**config.mk**
```make
export PLATFORM = sky130hd
export DESIGN_NAME = fcmd_ctrl
export DESIGN_NICKNAME = d
export VERILOG_FILES = /design/src/rtl/fcmd_pkg.sv /design/src/rtl/fcmd_decode.sv /design/src/rtl/fcmd_optimer.sv /design/src/rtl/fcmd_rdmux.sv /design/src/rtl/fcmd_ctrl.sv
export SDC_FILE = /design/constraint.sdc
export NUM_CORES = 1
export LEC_CHECK = 0
export ABC_AREA = 1
export ABC_CLOCK_PERIOD_IN_PS = 1750
export CORE_AREA = 2 2 87 89
export DETAILED_ROUTE_END_ITERATION = 10
export DIE_AREA = 0 0 89 91
export DONT_BUFFER_PORTS = 1
export SYNTH_ARGS = -nofsm -noshare
export SYNTH_HDL_FRONTEND = slang
export SYNTH_SLANG_ARGS = --single-unit
```
**constraint.sdc**
```tcl
create_clock -name clk_i -period 1.75 [get_ports clk_i]
set_input_delay 0.35 -clock clk_i [delete_from_list [all_inputs] [get_ports clk_i]]
set_output_delay 0.35 -clock clk_i [all_outputs]
set_load 0.01 [all_outputs]
```
**src/rtl/fcmd_pkg.sv**
```systemverilog
package fcmd_pkg;
  typedef enum logic [1:0] {MD_ARRAY, MD_IDENT, MD_STATUS, MD_LOCK} rd_mode_e;
  typedef enum logic [1:0] {SQ_NONE, SQ_PROG, SQ_ERASE} seq_e;
  typedef enum logic [1:0] {SRC_ARRAY, SRC_IDENT, SRC_STATUS, SRC_LOCK} rd_src_e;

  localparam logic [7:0] CMD_ARRAY   = 8'hFF;
  localparam logic [7:0] CMD_IDENT   = 8'h90;
  localparam logic [7:0] CMD_STATUS  = 8'h70;
  localparam logic [7:0] CMD_LOCKRD  = 8'h71;
  localparam logic [7:0] CMD_CLEAR   = 8'h50;
  localparam logic [7:0] CMD_PROG    = 8'h40;
  localparam logic [7:0] CMD_ERASE   = 8'h20;
  localparam logic [7:0] CMD_SUSPEND = 8'hB0;
  localparam logic [7:0] CMD_CONFIRM = 8'hD0;

  typedef struct packed {
    logic     set_mode;
    rd_mode_e mode;
    logic     clr_err;
    logic     seq_prog;
    logic     seq_erase;
    logic     suspend;
    logic     confirm;
  } cmd_dec_t;
endpackage

```
**src/rtl/fcmd_decode.sv**
```systemverilog
module fcmd_decode
  import fcmd_pkg::*;
(
  input  logic [7:0] cmd_i,
  output cmd_dec_t   dec_o
);
  always_comb begin
    dec_o      = '0;
    dec_o.mode = MD_ARRAY;
    case (cmd_i)
      CMD_ARRAY:   begin dec_o.set_mode = 1'b1; dec_o.mode = MD_ARRAY;  end
      CMD_IDENT:   begin dec_o.set_mode = 1'b1; dec_o.mode = MD_IDENT;  end
      CMD_STATUS:  begin dec_o.set_mode = 1'b1; dec_o.mode = MD_STATUS; end
      CMD_LOCKRD:  begin dec_o.set_mode = 1'b1; dec_o.mode = MD_LOCK;   end
      CMD_CLEAR:   dec_o.clr_err   = 1'b1;
      CMD_PROG:    dec_o.seq_prog  = 1'b1;
      CMD_ERASE:   dec_o.seq_erase = 1'b1;
      CMD_SUSPEND: dec_o.suspend   = 1'b1;
      CMD_CONFIRM: dec_o.confirm   = 1'b1;
      default:     ;
    endcase
  end
endmodule

```
**src/rtl/fcmd_optimer.sv**
```systemverilog
module fcmd_optimer #(
  parameter int unsigned OP_CYCLES = 20
) (
  input  logic clk_i,
  input  logic rst_ni,
  input  logic start_i,
  input  logic suspend_i,
  input  logic resume_i,
  output logic active_o,
  output logic susp_o,
  output logic finish_o,
  output logic done_o
);
  localparam int unsigned CNT_W = (OP_CYCLES > 1) ? $clog2(OP_CYCLES) : 1;
  localparam logic [CNT_W-1:0] CNT_LOAD = CNT_W'(OP_CYCLES - 1);

  logic [CNT_W-1:0] cnt_q;
  logic busy_q, susp_q, done_q;

  assign active_o = busy_q & ~susp_q;
  assign finish_o = active_o & (cnt_q == '0);
  assign susp_o   = susp_q;
  assign done_o   = done_q;

  always_ff @(posedge clk_i or negedge rst_ni) begin
    if (!rst_ni) begin
      cnt_q  <= '0;
      busy_q <= 1'b0;
      susp_q <= 1'b0;
      done_q <= 1'b0;
    end else begin
      done_q <= finish_o;
      if (start_i) begin
        busy_q <= 1'b1;
        susp_q <= 1'b0;
        cnt_q  <= CNT_LOAD;
      end else begin
        if (active_o) begin
          if (cnt_q == '0) busy_q <= 1'b0;
          else             cnt_q  <= cnt_q - 1'b1;
        end
        // a suspend that lands on the final count is dropped
        if (suspend_i && !finish_o) susp_q <= 1'b1;
        else if (resume_i)          susp_q <= 1'b0;
      end
    end
  end
endmodule

```
**src/rtl/fcmd_rdmux.sv**
```systemverilog
module fcmd_rdmux
  import fcmd_pkg::*;
#(
  parameter int unsigned DATA_W = 16,
  parameter int unsigned BANK_W = 3,
  parameter logic [7:0]  MFR_ID = 8'h3C,
  parameter logic [7:0]  DEV_ID = 8'h5A
) (
  input  logic [BANK_W-1:0] rd_bank_i,
  input  logic              rd_lsb_i,
  input  rd_mode_e          mode_i,
  input  logic              seq_pend_i,
  input  logic [BANK_W-1:0] seq_bank_i,
  input  logic              op_active_i,
  input  logic [BANK_W-1:0] op_bank_i,
  input  logic [7:0]        status_i,
  input  logic [DATA_W-1:0] arr_rdata_i,
  input  logic              arr_locked_i,
  output rd_src_e           src_o,
  output logic [DATA_W-1:0] rd_data_o
);
  localparam int unsigned PAD_W = DATA_W - 8;

  always_comb begin
    if (seq_pend_i && rd_bank_i == seq_bank_i)       src_o = SRC_STATUS;
    else if (op_active_i && rd_bank_i == op_bank_i)  src_o = SRC_STATUS;
    else if (seq_pend_i || op_active_i)              src_o = SRC_ARRAY;
    else begin
      case (mode_i)
        MD_IDENT:  src_o = SRC_IDENT;
        MD_STATUS: src_o = SRC_STATUS;
        MD_LOCK:   src_o = SRC_LOCK;
        default:   src_o = SRC_ARRAY;
      endcase
    end
  end

  always_comb begin
    case (src_o)
      SRC_IDENT:  rd_data_o = {{PAD_W{1'b0}}, (rd_lsb_i ? DEV_ID : MFR_ID)};
      SRC_STATUS: rd_data_o = {{PAD_W{1'b0}}, status_i};
      SRC_LOCK:   rd_data_o = {{PAD_W{1'b0}}, 1'b0, ~arr_locked_i, 6'b0};
      default:    rd_data_o = arr_rdata_i;
    endcase
  end
endmodule

```
**src/rtl/fcmd_ctrl.sv**
```systemverilog
module fcmd_ctrl
  import fcmd_pkg::*;
#(
  parameter int unsigned ADDR_W     = 20,
  parameter int unsigned DATA_W     = 16,
  parameter int unsigned BANK_W     = 3,
  parameter logic [BANK_W-1:0] PROG_BANK = '1,
  parameter int unsigned OP_CYCLES  = 20,
  parameter logic [7:0]  MFR_ID     = 8'h3C,
  parameter logic [7:0]  DEV_ID     = 8'h5A
) (
  input  logic              clk_i,
  input  logic              rst_ni,
  input  logic              lockout_i,
  input  logic              wr_i,
  input  logic [ADDR_W-1:0] wr_addr_i,
  input  logic [DATA_W-1:0] wr_data_i,
  input  logic              wr_locked_i,
  input  logic [ADDR_W-1:0] rd_addr_i,
  output logic [DATA_W-1:0] rd_data_o,
  output logic [ADDR_W-1:0] arr_addr_o,
  input  logic [DATA_W-1:0] arr_rdata_i,
  input  logic              arr_locked_i,
  output logic              op_start_o,
  output logic              op_erase_o,
  output logic [ADDR_W-1:0] op_addr_o,
  output logic [DATA_W-1:0] op_data_o,
  output logic              op_active_o,
  output logic              op_done_o,
  input  logic              op_fail_i
);
  localparam int unsigned BANK_LSB = ADDR_W - BANK_W;

  cmd_dec_t          dec;
  rd_mode_e          mode_q, mode_d;
  seq_e              seq_q, seq_d;
  logic [BANK_W-1:0] seq_bank_q, seq_bank_d;
  logic [2:0]        err_q, err_d;        // {erase, program, block}
  logic [ADDR_W-1:0] op_addr_q;
  logic [DATA_W-1:0] op_data_q;
  logic              op_erase_q, start_q;
  logic              start, start_erase, suspend, resume;
  logic              active, susp, finish;
  logic [BANK_W-1:0] wr_bank, rd_bank, op_bank;
  logic [7:0]        status;
  rd_src_e           rd_src;

  assign wr_bank = wr_addr_i[BANK_LSB +: BANK_W];
  assign rd_bank = rd_addr_i[BANK_LSB +: BANK_W];
  assign op_bank = op_addr_q[BANK_LSB +: BANK_W];
  assign status  = {~active, susp, err_q, 3'b000};

  fcmd_decode u_dec (.cmd_i(wr_data_i[7:0]), .dec_o(dec));

  fcmd_optimer #(.OP_CYCLES(OP_CYCLES)) u_tmr (
    .clk_i    (clk_i),
    .rst_ni   (rst_ni),
    .start_i  (start),
    .suspend_i(suspend),
    .resume_i (resume),
    .active_o (active),
    .susp_o   (susp),
    .finish_o (finish),
    .done_o   (op_done_o)
  );

  always_comb begin
    mode_d      = mode_q;
    seq_d       = seq_q;
    seq_bank_d  = seq_bank_q;
    err_d       = err_q;
    start       = 1'b0;
    start_erase = 1'b0;
    suspend     = 1'b0;
    resume      = 1'b0;
    if (finish && op_fail_i) begin
      if (op_erase_q) err_d[2]   = 1'b1;
      else            err_d[1:0] = 2'b11;
    end
    if (lockout_i) begin
      mode_d = MD_ARRAY;
      seq_d  = SQ_NONE;
    end else if (wr_i) begin
      if (seq_q == SQ_PROG) begin
        seq_d  = SQ_NONE;
        mode_d = MD_STATUS;
        if (wr_bank != PROG_BANK || wr_locked_i) err_d[1] = 1'b1;
        else                                     start    = 1'b1;
      end else if (seq_q == SQ_ERASE) begin
        seq_d  = SQ_NONE;
        mode_d = MD_STATUS;
        if (!dec.confirm)     err_d[2:1] = 2'b11;
        else if (wr_locked_i) err_d[2]   = 1'b1;
        else begin
          start       = 1'b1;
          start_erase = 1'b1;
        end
      end else if (active) begin
        suspend = dec.suspend && (wr_bank == op_bank);
      end else if (susp) begin
        if (dec.confirm) begin
          resume = 1'b1;
          mode_d = MD_STATUS;
        end else if (dec.set_mode) mode_d = dec.mode;
        else if (dec.clr_err)      err_d  = '0;
      end else begin
        if (dec.set_mode) mode_d = dec.mode;
        if (dec.clr_err)  err_d  = '0;
        if (dec.seq_prog || dec.seq_erase) begin
          seq_d      = dec.seq_prog ? SQ_PROG : SQ_ERASE;
          seq_bank_d = wr_bank;
        end
      end
    end
  end

  always_ff @(posedge clk_i or negedge rst_ni) begin
    if (!rst_ni) begin
      mode_q     <= MD_ARRAY;
      seq_q      <= SQ_NONE;
      seq_bank_q <= '0;
      err_q      <= '0;
      op_addr_q  <= '0;
      op_data_q  <= '0;
      op_erase_q <= 1'b0;
      start_q    <= 1'b0;
    end else begin
      mode_q     <= mode_d;
      seq_q      <= seq_d;
      seq_bank_q <= seq_bank_d;
      err_q      <= err_d;
      start_q    <= start;
      if (start) begin
        op_addr_q  <= wr_addr_i;
        op_data_q  <= wr_data_i;
        op_erase_q <= start_erase;
      end
    end
  end

  fcmd_rdmux #(
    .DATA_W(DATA_W), .BANK_W(BANK_W), .MFR_ID(MFR_ID), .DEV_ID(DEV_ID)
  ) u_rd (
    .rd_bank_i   (rd_bank),
    .rd_lsb_i    (rd_addr_i[0]),
    .mode_i      (mode_q),
    .seq_pend_i  (seq_q != SQ_NONE),
    .seq_bank_i  (seq_bank_q),
    .op_active_i (active),
    .op_bank_i   (op_bank),
    .status_i    (status),
    .arr_rdata_i (arr_rdata_i),
    .arr_locked_i(arr_locked_i),
    .src_o       (rd_src),
    .rd_data_o   (rd_data_o)
  );

  assign arr_addr_o  = rd_addr_i;
  assign op_start_o  = start_q;
  assign op_erase_o  = op_erase_q;
  assign op_addr_o   = op_addr_q;
  assign op_data_o   = op_data_q;
  assign op_active_o = active;
endmodule

```
==> summary.txt, run 1 <==
Setup path
  – Critical Path End Type: output pin
  – Delay-heaviest family, CP: flip-flops
  – Flop2flop setup slack: -0.01 ns
  – Reg2reg end: err_q[2]
  – Setup Crit Path Kind: register to output pin
  – CP peak stage delay: between 0.4 and 0.5 ns
  – R2R depth: 12
  – CP Launch Type: register
  – Critical path, cell by cell: inv_2 -> ha_4 -> inv_2 -> nand2_2 -> nor2_2 -> nand2_2 -> nand4_1 -> inv_2 -> nand2_1 -> o21ai_1 -> buf_4
  – Crit path DAT: 1.71 ns
  – Slowest CP cell: dfrtp_1
  – Worst r2r src: seq_q[1]
  – Critical path peak fanout: 4
  – Crit path buf inv count: 4
  – Critical Path RT: 1.40 ns
  – Crit path top cell by count: inv_2
  – Critical path startpoint: seq_q[1]

Floorplanning
  – Die height: 91 um
  – Top Ports: 155
  – Cell Rows: 31
  – Die area: 0.00810 sq mm
  – Die width: 89 um
  – Core box area: 0.00714 sq mm
  – Initial Utilization: 0.442

Detailed routing
  – Vias/cell: 4.84
  – DR iter-0 viols: 77
  – Drt first pass iters: 4
  – DR vias: 2679
  – Wire per inst: approximately 14 um
  – DRT Wirelength: about 7.8 mm
  – DRC viols: 0
  – Antenna Violating Nets Remaining: 0

Timing
  – Hold WS: about 0.13 ns
  – Final slew viol count: 0
  – Final hold vios: 0
  – Setup ws final: -0.310 ns
  – Unrepaired setup endpoints after global routing: yes
  – Final Cycle Share: 1.18
  – Fmax: 485 MHz
  – Min Tclk post-route: 2.06 ns
  – Slew headroom: 0.803
  – Final number of setup-violating endpoints: 18
  – Worst Tran Pin Value: around 0.30 ns
  – Worst Skew: about 0.0053 ns

CTS
  – Clock latency on the worst-skew pair: 0.32 ns
  – H-tree lvl count: 2
  – Num CTS Buffers: 5
  – Clk sinks: 56
  – Clk buf depth: 2
  – TritonCTS clock tree: built
  – Clk Tree Root Cell: clkbuf_8
  – Clock transition at the registers of the reported paths: 0.10 ns

Yosys
  – Syn Area/Cell: 7.16 sq um
  – Adder-Cell Fraction of Synth Area: 0.0198
  – Post-synth net total: 525
  – Mapped Area: 0.00316 sq mm
  – Seq/Total Area, Yosys: 0.444
  – Post-synthesis mux area share: 0
  – Post-synthesis simple-gate area fraction: 0.334
  – Cell variety after synth: 24
  – YS warnings: 0
  – Post-synthesis xor/xnor area fraction: 0.0111
  – Synth Area in Compound Gates: 0.0491
  – Synthesized flop and latch total: 56
  – Main combinational cell family by area after synthesis: simple AND/OR/NAND/NOR gates
  – Mapped Cells: 441

Pwr
  – PD cells: 754 mW/mm^2
  – Internal power: 1900 uW
  – Pleak: 0.00200 uW
  – NetSw: 858 uW
  – Total power: 2760 uW
  – Power share of the clock group: 0.259
  – Sequential Power Share: 0.512
  – Comb pwr share: 0.229
  – Worst IR Drop VDD: 390 uV
  – Sw Share: 0.311

Cells and area
  – Area delta synth->final: 15.8%
  – Layout cells sized above 1: 0.214
  – Final net count: around 540
  – Final Non-Filler Cells: 553
  – Most frequent cells in the layout: nand2_1, dfrtp_1, inv_1, nor2_1, buf_4
  – Antenna diodes: 0
  – Final instance area: 0.00366 sq mm
  – Filler Cell Count: between 700 and 800
  – Multi-input gate area: 0.00146 sq mm
  – Most common cell after layout, fill and taps aside: nand2_1
  – FF+latch area: 0.00140 sq mm

Global routing
  – First-pass GRT wire length: 11.7 mm
  – Initial antenna violation count: 0
  – Global-route usage over all layers: 0.183
  – Grt ovf: 0
  – Vias in the first global route: ~2600
  – Pin count of the biggest net entering global routing: 57

Min path
  – Min-delay src: wr_data_i[14]
  – Hold endpoint: op_data_o[14]
  – Worst Hold Depth: 2
  – Worst hold path class: input port to register

Outcome
  – Failing checks: negative setup slack
  – Status: finished with violations

Placed design
  – Post-DP Area: 0.00321 sq mm
  – Total placed cells including tap cells: 530
  – IO buf count: 0
  – DP HPWL: 5.46 mm
  – Placer Congestion: between 0.8 and 0.9
  – Post-Place Worst Slack: -0.0952 ns

Job
  – Max Cap Viol: 0
worst max path at each step:
stage	to	slack (ns)	cells past startpoint
6_report	rd_data_o[7]	-0.31	11
5_1_grt	rd_data_o[7]	-0.48	11
4_1_cts	rd_data_o[7]	-0.33	11
3_5_place_dp	rd_data_o[7]	-0.1	11
3_3_place_gp	rd_data_o[4]	-0.03	10
2_1_floorplan	rd_data_o[3]	0.009	9
state kept, by name, summed over array words and instances, names as in the netlist:
name,flops
err_q,3
mode_q,2
op_addr_o,20
op_data_o,16
op_erase_o,1
op_start_o,1
seq_bank_q,3
seq_q,2
u_tmr.busy_q,1
u_tmr.cnt_q,5
u_tmr.done_o,1
u_tmr.susp_o,1
Yosys cell counts:
master | number | area, sq um
nand3b_1 | 3 | 22.5
or2_2 | 1 | 6.26
a21oi_1 | 5 | 25.0
dfrtp_1 | 56 | 1400
inv_2 | 5 | 18.8
nor2_1 | 47 | 176
o21ai_1 | 6 | 30.0
buf_4 | 21 | 158
nor3_4 | 1 | 16.3
buf_6 | 4 | 45.0
o21ai_0 | 16 | 80.1
nand2_2 | 9 | 56.3
xnor2_1 | 1 | 8.76
nand3_1 | 18 | 90.1
buf_2 | 4 | 20.0
o22ai_1 | 2 | 12.5
o211ai_1 | 1 | 7.51
ha_1 | 5 | 62.6
inv_1 | 55 | 206
nor2_2 | 2 | 12.5
xor2_1 | 3 | 26.3
nand4_1 | 2 | 12.5
nor3_1 | 8 | 40.0
nand2_1 | 166 | 623
layout make-up:
type	count	area share
well taps	99	0.0339
flip-flops and latches	56	0.383
repair buffers	34	0.0951
inverters	60	0.0630
clock buffers	6	0.0198
multi-input cells	296	0.400
clock inverters	2	0.00445
power groups by stage:
stage,Combinational [uW],Clock (uW),Sequential (uW)
floorplan,390,0,1420
global placement,456,0,1430
detailed placement,472,0,1430
CTS,582,738,1410
global route,708,787,1420
finish,632,714,1410
per-layer routing:
layer,vias up,global-route usage,routed length (um)
met5,-,0,0
met4,0,0.0510,104
met3,10,0.0591,683
met2,94,0.321,3900
met1,1234,0.212,3100
li1,1341,-,-
logic make-up (layout without fill, tap and decap cells):
kind of cell | count (synthesis) | in the layout
flip-flops | 56 | 56
adder cells (fa/ha/maj) | 5 | 5
buffers and inverters | 89 | 102
AND/OR/NAND/NOR | 257 | 257
XOR/XNOR | 4 | 4
AO/OA/AOI/OAI | 30 | 30
per-stage QoR:
step	setup TNS, ns	util
finish	-4.51	0.512
global route	-6.91	0.512
CTS	-4.96	0.483
detailed placement	-0.950	0.450
global placement	-0.232	0.450
floorplan	0	-
what timing repair did:
| item | CTS | global route |
|---|---|---|
| pin swaps | 11 | 13 |
| resized for setup | 30 | 28 |
| hold buffers | 2 | 0 |
| setup buffers | 4 | 7 |
| cloned | 0 | 4 |
| endpoints found under the setup margin | 24 | 62 |
| hold endpoints to repair | 56 | 0 |
No activity file was read; power rests on OpenSTA's default activity.
==> inputs of run 2 (changes only) <==
Settings changed: ABC_AREA 1 to unset.
==> run 2 against run 1 <==
The flow still finishes with violations (negative setup slack). Sequential share of layout area is 4.3 points lower. Synthesized cell count is 39% lower. Wire length is 7.9% lower. Maximum frequency is 3.9% lower. Cell area is 13% higher. Critical path type unchanged. Largest cell class unchanged.
==> summary.txt, run 2 <==
Outcome
  – Status: finished with violations
  – Failing checks: negative setup slack

Floorplanning
  – Die area: 0.00810 sq mm (unchanged)
  – Die width: 89 um (unchanged)
  – Cell Rows: 31 (unchanged)
  – Die height: 91 um (unchanged)
  – Initial Utilization: 0.437 (-0.00526)
  – Core box area: 0.00714 sq mm (unchanged)
  – Top Ports: 155 (unchanged)

CTS
  – Clk buf depth: 2 (unchanged)
  – Clock latency on the worst-skew pair: 0.30 ns (-0.02 ns)
  – Num CTS Buffers: 5 (unchanged)
  – Clock transition at the registers of the reported paths: 0.10 ns (about the same)
  – H-tree lvl count: 2 (unchanged)
  – TritonCTS clock tree: built
  – Clk sinks: 56 (unchanged)
  – Clk Tree Root Cell: clkbuf_8

Detailed routing
  – Drt first pass iters: 4 (unchanged)
  – DRC viols: 0 (unchanged)
  – DR vias: 2131 (-20%)
  – Wire per inst: 17.7 um (+25%)
  – DR iter-0 viols: 91 (+18%)
  – DRT Wirelength: 7.17 mm (-7.9%)
  – Antenna Violating Nets Remaining: 0 (unchanged)
  – Vias/cell: 5.25 (+8.3%)

Yosys
  – Synthesized flop and latch total: 56 (unchanged)
  – Mapped Cells: 270 (-39%)
  – Dominant cell type by area after synthesis: dfrtp_1
  – Post-synthesis simple-gate area fraction: 0.146 (-0.188)
  – YS warnings: 0 (unchanged)
  – Post-synthesis mux area share: 0.189 (+0.189)
  – Largest cells by area after synthesis: dfrtp_1, mux2_4, buf_4, xor2_1, mux2_2
  – Main combinational cell family by area after synthesis: multiplexers
  – Post-synth net total: 354 (-33%)
  – Synth Area in Compound Gates: 0.0634 (+0.0142)
  – Post-synthesis xor/xnor area fraction: 0.0393 (+0.0282)
  – Cell variety after synth: 53 (+120%)
  – Syn Area/Cell: 11.6 sq um (+61%)
  – Mapped Area: 0.00312 sq mm (-1.2%)
  – Number of synthesized flops with an enable pin: 0 (unchanged)
  – Most used DFF post-synth: dfrtp_1
  – Top-area cell type share of the netlist area: 0.449 (+0.00534)
  – Adder-Cell Fraction of Synth Area: 0.0200 (+0.000238)
  – Asr flop ratio synth: 1.00 (unchanged)
  – Top cells by count, synth: dfrtp_1, mux2_4, buf_4
  – Seq/Total Area, Yosys: 0.449 (+0.00534)
  – Most frequent cell after synthesis: dfrtp_1

Cells and area
  – Final instance area: 0.00412 sq mm (+13%)
  – Max FFs per register: 20 (unchanged)
  – Layout cells sized above 1: 0.550 (+0.337)
  – Post-Route Utilization: 0.577 (+0.0649)
  – Final net count: 390 (-27%)
  – Most frequent cells in the layout: dfrtp_1, mux2_4, buf_4, buf_6, nand2_1
  – Most common cell after layout, fill and taps aside: dfrtp_1
  – Antenna diodes: 0 (unchanged)
  – Final Non-Filler Cells: 406 (-27%)
  – Area delta synth->final: 32.0%

Timing
  – Final number of setup-violating endpoints: 61 (+43)
  – Final Cycle Share: 1.23 (+0.0478)
  – Worst Tran Pin Value: 0.417 ns (+0.121 ns)
  – Final hold vios: 0 (unchanged)
  – Setup ws final: -0.394 ns (-0.0837 ns)
  – Min Tclk post-route: 2.14 ns (+0.0837 ns)
  – Fmax: 466 MHz (-3.9%)
  – Unrepaired setup endpoints after global routing: yes
  – Final slew viol count: 0 (unchanged)
  – Slew headroom: 0.720 (-0.0832)
  – Hold WS: 0.0933 ns (-0.0397 ns)
  – Worst Skew: 0.00842 ns (+0.00312 ns)

Pwr
  – Worst IR Drop VDD: 415 uV (+6.4%)
  – Power share of the clock group: 0.276 (+0.017)
  – Sw Share: 0.290 (-0.0212)
  – Sequential Power Share: 0.468 (-0.044)
  – NetSw: 931 uW (+8.5%)
  – Internal power: 2280 uW (+20%)
  – Pleak: 0.00189 uW (-5.1%)
  – PD cells: 779 mW/mm^2 (+3.4%)
  – Comb pwr share: 0.256 (+0.027)

Placed design
  – Placer Congestion: 0.837 (-6.3%)
  – DP HPWL: 5.01 mm (-8.2%)
  – Post-DP Area: 0.00343 sq mm (+6.7%)
  – IO buf count: 0 (unchanged)
  – Total placed cells including tap cells: 376 (-29%)

Global routing
  – First-pass GRT wire length: 11.4 mm (-2.6%)
  – Global-route usage over all layers: 0.180 (-0.00292)
  – Grt ovf: 0 (unchanged)
  – Vias in the first global route: 2208 (-16%)
  – Pin count of the biggest net entering global routing: 57 (unchanged)
  – Initial antenna violation count: 0 (unchanged)

Min path
  – Worst hold path class: input port to register
  – Worst Hold Depth: 1 (-1)
  – Min-delay src: lockout_i
  – Hold endpoint: seq_q[1]

Job
  – Max Cap Viol: 0 (unchanged)

Setup path
  – Critical Path End Type: output pin
  – Critical Path RT: 1.40 ns (about the same)
  – Critical path, cell by cell: inv_2 -> ha_4 -> nor4_4 -> a311oi_4 -> buf_6 -> mux4_2
  – Crit path DAT: 1.79 ns (+0.08 ns)
  – CP Launch Type: register
  – Flop2flop setup slack: -0.31 ns (-0.30 ns)
  – CP peak stage delay: 0.42 ns (about the same)
  – R2R depth: 11 (-1)
  – Setup Crit Path Kind: register to output pin
  – Worst r2r src: seq_q[0]
  – Reg2reg end: op_addr_o[4]
  – Critical path peak fanout: 7 (+3)
  – Slowest CP cell: dfrtp_1
run 2: area by class of cell:
class / instances / area (sq um)
clock buffer: 6 / 82.6
tap: 99 / 124
inverter: 12 / 57.6
multi-input combinational: 172 / 1810
fill: 617 / 3020
clock inverter: 2 / 38.8
sequential: 56 / 1400
timing repair buffer: 59 / 607
run 2: what timing repair did:
action                                  in CTS  in global routing
pin swaps                                   13                 14
hold endpoints to repair                    56                  0
cloned                                       1                  0
resized for setup                           51                 39
endpoints found under the setup margin      61                 69
hold buffers                                 2                  0
buffers inserted                            20                  5
run 2: routing by layer:
metal | global-route usage | vias up | part of all wire
li1 | - | 984 | -
met2 | 0.299 | 83 | 0.51
met1 | 0.234 | 1054 | 0.41
met5 | 0 | - | 0
met4 | 0.0485 | 0 | 0.0081
met3 | 0.0436 | 10 | 0.074
run 2: how the worst max path moves through the flow:
| stage | from | to | slack [ns] | cells past startpoint |
|---|---|---|---|---|
| 2_1_floorplan | wr_data_i[0] | op_addr_o[0] | -0.51 | 7 |
| 3_3_place_gp | wr_data_i[0] | op_addr_o[3] | -0.50 | 7 |
| 3_5_place_dp | wr_data_i[0] | op_addr_o[2] | -0.52 | 7 |
| 4_1_cts | op_addr_o[19] | rd_data_o[6] | -0.49 | 4 |
| 5_1_grt | seq_q[1] | rd_data_o[4] | -0.50 | 7 |
| 6_report | seq_q[0] | rd_data_o[6] | -0.39 | 6 |
run 2: logic make-up after synthesis:
family          after synthesis
xor+xnor                     14
simple gates                 82
flops                        56
compound gates               28
fa+ha+maj                     5
buf+inv                      42
mux                          43
run 2: power by group through the flow:
| stage | registers, uW | logic (uW) | clock network (uW) |
|---|---|---|---|
| 5_1_grt | 1520 | 908 | 963 |
| 6_report | 1500 | 822 | 886 |
| 3_3_place_gp | 1510 | 658 | 0 |
| 4_1_cts | 1490 | 761 | 909 |
| 2_1_floorplan | 1500 | 543 | 0 |
| 3_5_place_dp | 1510 | 668 | 0 |
run 2: metrics by stage:
stage	power [uW]	worst slack, ns	setup TNS (ns)
after floorplan	2040	-0.513	-20.10
after global placement	2170	-0.497	-21.96
after detailed placement	2180	-0.519	-23.20
after CTS	3160	-0.494	-19.09
after global routing	3390	-0.495	-20.57
final	3210	-0.394	-17.61
run 2: critical path: cells and delay by family, from the launching register on:
| family | cells | cell delay (ns) |
|---|---|---|
| buffers and inverters | 2 | 0.27 |
| multiplexers | 1 | 0.34 |
| flip-flops | 1 | 0.42 |
| AO/OA/AOI/OAI | 1 | 0.26 |
| AND/OR/NAND/NOR | 1 | 0.04 |
| adder cells (fa/ha/maj) | 1 | 0.16 |
